## src/rtl/sipi_pkg.sv

```systemverilog
package sipi_pkg;

  typedef enum logic [2:0] {
    ST_IDLE,
    ST_INIT,
    ST_GAP1,
    ST_SIPI1,
    ST_GAP2,
    ST_SIPI2
  } seq_state_e;

  localparam logic [2:0] DM_INIT    = 3'b101;
  localparam logic [2:0] DM_STARTUP = 3'b110;

  localparam logic [1:0] SH_NONE     = 2'b00;
  localparam logic [1:0] SH_ALL_EXCL = 2'b11;

endpackage

```

## src/rtl/sipi_addr_check.sv

```systemverilog
module sipi_addr_check #(
  parameter int ADDR_W     = 32,
  parameter int PAGE_BITS  = 12,
  parameter int LIMIT_BITS = 20,
  localparam int VEC_W     = LIMIT_BITS - PAGE_BITS
) (
  input  logic [ADDR_W-1:0] addr_i,
  output logic              ok_o,
  output logic [VEC_W-1:0]  vec_o
);

  logic in_range;
  logic aligned;

  generate
    if (ADDR_W > LIMIT_BITS) begin : g_hi
      assign in_range = ~|addr_i[ADDR_W-1:LIMIT_BITS];
    end else begin : g_nohi
      assign in_range = 1'b1;
    end
  endgenerate

  assign aligned = ~|addr_i[PAGE_BITS-1:0];
  assign ok_o    = in_range & aligned;
  assign vec_o   = addr_i[LIMIT_BITS-1:PAGE_BITS];

endmodule

```

## src/rtl/sipi_gap_timer.sv

```systemverilog
module sipi_gap_timer #(
  parameter int CNT_W = 10
) (
  input  logic             clk,
  input  logic             rst_n,
  input  logic             load_i,
  input  logic [CNT_W-1:0] load_val_i,
  output logic             zero_o
);

  logic [CNT_W-1:0] cnt_q;
  logic [CNT_W-1:0] cnt_d;
  logic             cnt_en;

  always_comb begin
    cnt_en = 1'b0;
    cnt_d  = cnt_q;
    if (load_i) begin
      cnt_en = 1'b1;
      cnt_d  = load_val_i;
    end else if (cnt_q != '0) begin
      cnt_en = 1'b1;
      cnt_d  = cnt_q - CNT_W'(1);
    end
  end

  always_ff @(posedge clk or negedge rst_n) begin
    if (!rst_n) begin
      cnt_q <= '0;
    end else if (cnt_en) begin
      cnt_q <= cnt_d;
    end
  end

  assign zero_o = (cnt_q == '0);

  AST_TIMER_STEP: assert property (@(posedge clk) disable iff (!rst_n)
    (!load_i && cnt_q != '0) |=> (cnt_q == $past(cnt_q) - CNT_W'(1)));
  AST_TIMER_LOAD: assert property (@(posedge clk) disable iff (!rst_n)
    load_i |=> (cnt_q == $past(load_val_i)));

endmodule

```

## src/rtl/sipi_seq_fsm.sv

```systemverilog
module sipi_seq_fsm
  import sipi_pkg::*;
#(
  parameter int ID_W  = 32,
  parameter int VEC_W = 8,
  parameter int CNT_W = 10,
  parameter logic [CNT_W-1:0] SHORT_LOAD = '0,
  parameter logic [CNT_W-1:0] LONG_LOAD  = '0
) (
  input  logic             clk,
  input  logic             rst_n,
  input  logic             start_i,
  input  logic             ok_i,
  input  logic [VEC_W-1:0] vec_i,
  input  logic [ID_W-1:0]  target_i,
  input  logic             bcast_i,
  input  logic             accept_i,
  input  logic             timer_zero_i,
  output logic             load_o,
  output logic [CNT_W-1:0] load_val_o,
  output logic             req_valid_o,
  output logic [2:0]       req_mode_o,
  output logic [VEC_W-1:0] req_vector_o,
  output logic             req_level_o,
  output logic [1:0]       req_shorthand_o,
  output logic [ID_W-1:0]  req_dest_o,
  output logic             busy_o,
  output logic             done_o,
  output logic             error_o
);

  seq_state_e       state_q, state_d;
  logic [ID_W-1:0]  tgt_q;
  logic             bcast_q;
  logic [VEC_W-1:0] vec_q;
  logic             cap_en;
  logic             done_q, done_d;
  logic             err_q, err_d;

  always_comb begin
    state_d    = state_q;
    cap_en     = 1'b0;
    load_o     = 1'b0;
    load_val_o = '0;
    done_d     = 1'b0;
    err_d      = 1'b0;
    case (state_q)
      ST_IDLE: begin
        if (start_i) begin
          if (ok_i) begin
            state_d = ST_INIT;
            cap_en  = 1'b1;
          end else begin
            err_d = 1'b1;
          end
        end
      end
      ST_INIT: begin
        if (accept_i) begin
          state_d    = ST_GAP1;
          load_o     = 1'b1;
          load_val_o = SHORT_LOAD;
        end
      end
      ST_GAP1: begin
        if (timer_zero_i) state_d = ST_SIPI1;
      end
      ST_SIPI1: begin
        if (accept_i) begin
          state_d    = ST_GAP2;
          load_o     = 1'b1;
          load_val_o = LONG_LOAD;
        end
      end
      ST_GAP2: begin
        if (timer_zero_i) state_d = ST_SIPI2;
      end
      ST_SIPI2: begin
        if (accept_i) begin
          state_d = ST_IDLE;
          done_d  = 1'b1;
        end
      end
      default: state_d = ST_IDLE;
    endcase
  end

  always_ff @(posedge clk or negedge rst_n) begin
    if (!rst_n) begin
      state_q <= ST_IDLE;
      done_q  <= 1'b0;
      err_q   <= 1'b0;
    end else begin
      state_q <= state_d;
      done_q  <= done_d;
      err_q   <= err_d;
    end
  end

  always_ff @(posedge clk or negedge rst_n) begin
    if (!rst_n) begin
      tgt_q   <= '0;
      bcast_q <= 1'b0;
      vec_q   <= '0;
    end else if (cap_en) begin
      tgt_q   <= target_i;
      bcast_q <= bcast_i;
      vec_q   <= vec_i;
    end
  end

  always_comb begin
    req_valid_o     = (state_q == ST_INIT) || (state_q == ST_SIPI1) ||
                      (state_q == ST_SIPI2);
    req_mode_o      = (state_q == ST_INIT) ? DM_INIT : DM_STARTUP;
    req_vector_o    = (state_q == ST_INIT) ? '0 : vec_q;
    req_level_o     = 1'b1;
    req_shorthand_o = bcast_q ? SH_ALL_EXCL : SH_NONE;
    req_dest_o      = bcast_q ? '0 : tgt_q;
  end

  assign busy_o  = (state_q != ST_IDLE);
  assign done_o  = done_q;
  assign error_o = err_q;

  AST_REQ_HOLD: assert property (@(posedge clk) disable iff (!rst_n)
    (req_valid_o && !accept_i) |=> (req_valid_o && $stable(req_mode_o) &&
      $stable(req_vector_o) && $stable(req_dest_o)));
  AST_DONE_PULSE: assert property (@(posedge clk) disable iff (!rst_n)
    done_o |=> !done_o);
  AST_DONE_IDLE: assert property (@(posedge clk) disable iff (!rst_n)
    done_o |-> !busy_o);
  AST_ERR_PULSE: assert property (@(posedge clk) disable iff (!rst_n)
    error_o |=> !error_o);
  AST_ERR_IDLE: assert property (@(posedge clk) disable iff (!rst_n)
    error_o |-> (!busy_o && !req_valid_o));
  AST_BCAST_DEST: assert property (@(posedge clk) disable iff (!rst_n)
    (req_valid_o && req_shorthand_o == SH_ALL_EXCL) |-> (req_dest_o == '0));
  AST_INIT_VECTOR: assert property (@(posedge clk) disable iff (!rst_n)
    (req_valid_o && req_mode_o == DM_INIT) |-> (req_vector_o == '0));
  AST_BUSY_FROZEN: assert property (@(posedge clk) disable iff (!rst_n)
    busy_o |=> ($stable(tgt_q) && $stable(vec_q) && $stable(bcast_q)));

endmodule

```

## src/rtl/sipi_seq.sv

```systemverilog
module sipi_seq
  import sipi_pkg::*;
#(
  parameter int ID_W          = 32,
  parameter int ADDR_W        = 32,
  parameter int CYCLES_PER_US = 50
) (
  input  logic              clk,
  input  logic              rst_n,
  input  logic              start_i,
  input  logic [ID_W-1:0]   start_target_i,
  input  logic              start_bcast_i,
  input  logic [ADDR_W-1:0] start_addr_i,
  output logic              req_valid_o,
  input  logic              req_accept_i,
  output logic [2:0]        req_mode_o,
  output logic [7:0]        req_vector_o,
  output logic              req_level_o,
  output logic [1:0]        req_shorthand_o,
  output logic [ID_W-1:0]   req_dest_o,
  output logic              busy_o,
  output logic              done_o,
  output logic              error_o
);

  localparam int PAGE_BITS  = 12;
  localparam int LIMIT_BITS = 20;
  localparam int VEC_W      = LIMIT_BITS - PAGE_BITS;
  localparam int SHORT_CYC  = 10 * CYCLES_PER_US;
  localparam int LONG_CYC   = 200 * CYCLES_PER_US;
  localparam int CNT_W      = $clog2(LONG_CYC);
  localparam logic [CNT_W-1:0] SHORT_LOAD = CNT_W'(SHORT_CYC - 1);
  localparam logic [CNT_W-1:0] LONG_LOAD  = CNT_W'(LONG_CYC - 1);

  logic             addr_ok;
  logic [VEC_W-1:0] addr_vec;
  logic             tmr_load;
  logic [CNT_W-1:0] tmr_load_val;
  logic             tmr_zero;

  sipi_addr_check #(
    .ADDR_W     (ADDR_W),
    .PAGE_BITS  (PAGE_BITS),
    .LIMIT_BITS (LIMIT_BITS)
  ) u_addr_check (
    .addr_i (start_addr_i),
    .ok_o   (addr_ok),
    .vec_o  (addr_vec)
  );

  sipi_gap_timer #(
    .CNT_W (CNT_W)
  ) u_gap_timer (
    .clk        (clk),
    .rst_n      (rst_n),
    .load_i     (tmr_load),
    .load_val_i (tmr_load_val),
    .zero_o     (tmr_zero)
  );

  sipi_seq_fsm #(
    .ID_W       (ID_W),
    .VEC_W      (VEC_W),
    .CNT_W      (CNT_W),
    .SHORT_LOAD (SHORT_LOAD),
    .LONG_LOAD  (LONG_LOAD)
  ) u_fsm (
    .clk             (clk),
    .rst_n           (rst_n),
    .start_i         (start_i),
    .ok_i            (addr_ok),
    .vec_i           (addr_vec),
    .target_i        (start_target_i),
    .bcast_i         (start_bcast_i),
    .accept_i        (req_accept_i),
    .timer_zero_i    (tmr_zero),
    .load_o          (tmr_load),
    .load_val_o      (tmr_load_val),
    .req_valid_o     (req_valid_o),
    .req_mode_o      (req_mode_o),
    .req_vector_o    (req_vector_o),
    .req_level_o     (req_level_o),
    .req_shorthand_o (req_shorthand_o),
    .req_dest_o      (req_dest_o),
    .busy_o          (busy_o),
    .done_o          (done_o),
    .error_o         (error_o)
  );

endmodule

```

## config.mk

```make
export PLATFORM = sky130hd
export DESIGN_NAME = sipi_seq
export DESIGN_NICKNAME = d
export VERILOG_FILES = /design/src/rtl/sipi_pkg.sv /design/src/rtl/sipi_addr_check.sv /design/src/rtl/sipi_gap_timer.sv /design/src/rtl/sipi_seq_fsm.sv /design/src/rtl/sipi_seq.sv
export SDC_FILE = /design/constraint.sdc
export NUM_CORES = 1
export LEC_CHECK = 0
export BUFFER_PORTS_ARGS = -buffer_cell sky130_fd_sc_hd__buf_2
export CORE_MARGIN = 5
export CORE_UTILIZATION = 46
export CTS_CLUSTER_DIAMETER = 60
export DETAILED_ROUTE_END_ITERATION = 7
export PLACE_DENSITY = 0.86
export SLEW_MARGIN = 0
export SYNTH_ARGS = -nofsm -noshare
export SYNTH_HDL_FRONTEND = slang
export SYNTH_SLANG_ARGS = --single-unit
```

## constraint.sdc

```tcl
create_clock -name clk -period 2.15 [get_ports clk]
set_input_delay 0.215 -clock clk [delete_from_list [all_inputs] [get_ports clk]]
set_output_delay 0.215 -clock clk [all_outputs]
set_load 0.01 [all_outputs]
```

==> results.yml <==
drt:
  wl_per_cell_microns: 14.4
  dr_total_vias: 2290
  totalWireLength_microns: 6530
  drc_errors: 0
  drt.antenna.violating_nets: 0
  viasPerCell: 5.04
  drt-initial-drc-count: 84
  dr.pass1.iters: 4
logic_synthesis:
  netlist_area_sq_um: 2900
  syn_area_per_cell_sq_um: 11.7
  synth_cell_type_count: 45
  yosys.area.top_type_share_pct: 51.7
  syn_inst: 248
  yosysSeqAreaShare_pct: 51.7
  synth_edf_count: 0
  synth-seq-cells: 60
  yosys.area.top_type: "dfrtp_1"
  yosysWarnings: 0
  synthArstFlopShare_pct: 100
  synth_ff_type: "dfrtp_1"
  synthTopCellsByArea: "dfrtp_1, mux2_2, nor2b_1"
power_and_ir_drop:
  vdd_drop_max_mv: 0.337
  fin_total_pwr_mw: 2.17
  leakagePower_nw: 2.01
  p_per_area_nw_per_um2: 575
grt:
  grt.total_usage_pct: 16.6
  top_usage_layer: "met2"
  grt_use_met1_pct: 20.2
  use_met2_pct: 27.4
  grt_max_degree: 42
  grt_use_met3_pct: 4.61
  grt_pass1_wl_microns: 10100
  first_global_vias: 2232
  grt_overflow: 0
  antenna_found_initial: 0
finish:
  area_delta_synth_final_pct: 30.1
  drive_above_1_share_pct: 48.5
  nets: 442
  final_common_cell: "buf_2"
  finalNonFillerCells: 454
  final_cell_mix: "buf_2, dfrtp_1, nor2b_1, mux2_2, nor2_1"
  post-route-util_pct: 60.5
  antenna_cells: 0
  fill_cells: 494
  stdcell_area_sq_um: 3780
timing:
  drv_slew: 0
  relSlewSlack_pct: 36.0
  finalSetupViolations: 0
  clock_skew_ns: 0.00322
  layout_setup_ws_ns: 0.198
  hold_slack_ns: 0.107
  hold_viol_final: 0
  layout_min_cycle_time_ns: 1.95
  rsz0062_at_grt: "no"
  period_share_pct: 90.8
  max_freq_mhz: 512
  worstMarginPinSlew_ns: 0.960
  fin_tns_setup_ns: 0
cts:
  post_cts_buffers: 0
  clkSinkCount: 60
  cts_buffer_depth: 2
  cts_tree: "done"
  clk-insertion-delay-late_ns: 0.33
  cts-htree-levels: 3
  clk_pin_slew_ns: 0.06
  root_buffer: "clkbuf_8"
  numCtsBuffers: 9
worst_setup_path:
  critical_path_arrival_ns: 2.17
  reg2regPathDepth: 5
  rrSetupSlack_ns: 0.20
  critPathLaunchType: "flip-flop"
  worstSetupPathType: "reg2reg"
  cp_max_fo: 4
  worstPathRequired_ns: 2.37
  end_kind: "flip-flop"
floorplanning:
  dieArea_sq_um: 8000
  die_width_microns: 89.4
  io_pins: 119
  core_area_sq_um: 6240
  start_util_pct: 46.5
  die-height_microns: 89.4
  rows: 29
placed_design:
  port-buffer-count: 116
  post-place-cells: 437
  dpl.hpwl_microns: 4980
  dpl_cell_area_sq_um: 3580
  pre_cts_slack_ns: 0.150
  place.gp.congestion: 0.897
worst_hold_path:
  hold_class: "in2reg"
  min_path_cells: 2
run:
  maxCapViolCount: 0
status:
  outcome: "completed"
## critical path, stage by stage, from the launching register on
cell	delay (ns)
dfrtp_1	0.42
inv_1	0.08
ha_1	0.21
or3b_1	0.44
or3_1	0.39
a211o_1	0.30
## path summary, 6_finish.rpt
path                                 startpoint                   end
max                        u_gap_timer.cnt_q[0]  u_gap_timer.cnt_q[8]
min                            start_addr_i[17]        u_fsm.vec_q[5]
max reg2reg                u_gap_timer.cnt_q[0]  u_gap_timer.cnt_q[8]
min reg2reg                     u_fsm.tgt_q[31]       u_fsm.tgt_q[31]
max in group asynchronous                 rst_n        u_fsm.vec_q[4]
min in group asynchronous                 rst_n       u_fsm.tgt_q[16]
## cells in the mapped netlist, drive strengths merged, types with 3 or more instances
cell,count
buf,10
clkbuf,4
dfrtp,60
inv,5
mux2,41
nand2,9
nand3,3
nor2,10
nor2b,42
nor3,6
nor4,10
o21ai,6
o22ai,4
xnor2,6
xor2,3
## registers in the layout (all words and copies together), names as in the netlist
name	flops
u_fsm.done_o	1
u_fsm.error_o	1
u_gap_timer.cnt_q	14
u_fsm.bcast_q	1
u_fsm.state_q	3
u_fsm.tgt_q	32
u_fsm.vec_q	8
## cell families after synthesis
| group | Yosys count | share of synthesized area [%] |
|---|---|---|
| simple gates | 96 | 19.9 |
| flops | 60 | 51.7 |
| mux | 41 | 15.9 |
| compound gates | 21 | 5.13 |
| buf+inv | 19 | 4.05 |
| xor+xnor | 9 | 2.72 |
| fa+ha+maj | 1 | 0.431 |
| other cells | 1 | 0.129 |
## power breakdown
| part | internal (mW) | switching [mW] | leakage (nW) |
|---|---|---|---|
| logic | 0.0500 | 0.0430 | 1.13 |
| clock network | 0.529 | 0.419 | 0.0931 |
| registers | 1.13 | 0.0000000104 | 0.793 |
## metal layers
layer  share of wire (%)  vias up  wire (microns)
li1                    -     1109               -
met1                  42     1081            2720
met3                 9.0        7             587
met4                 1.0        0              68
met2                  48       93            3150
met5                   0        -               0
## area by class of cell
| type | count | area, sq um | area share [%] |
|---|---|---|---|
| clock buffers | 11 | 131 | 3.48 |
| clock inverters | 5 | 52.6 | 1.39 |
| inverters | 5 | 18.8 | 0.497 |
| multi-input cells | 170 | 1290 | 34.2 |
| flip-flops and latches | 60 | 1500 | 39.8 |
| well taps | 77 | 96.3 | 2.55 |
| repair buffers | 126 | 683 | 18.1 |
## timing repair
item                       CTS  global route
setup endpoints to repair    0             1
resized for setup            0             1
hold buffers                 1             0
hold endpoints to repair    33             0
(Power assumes the default switching activity.)
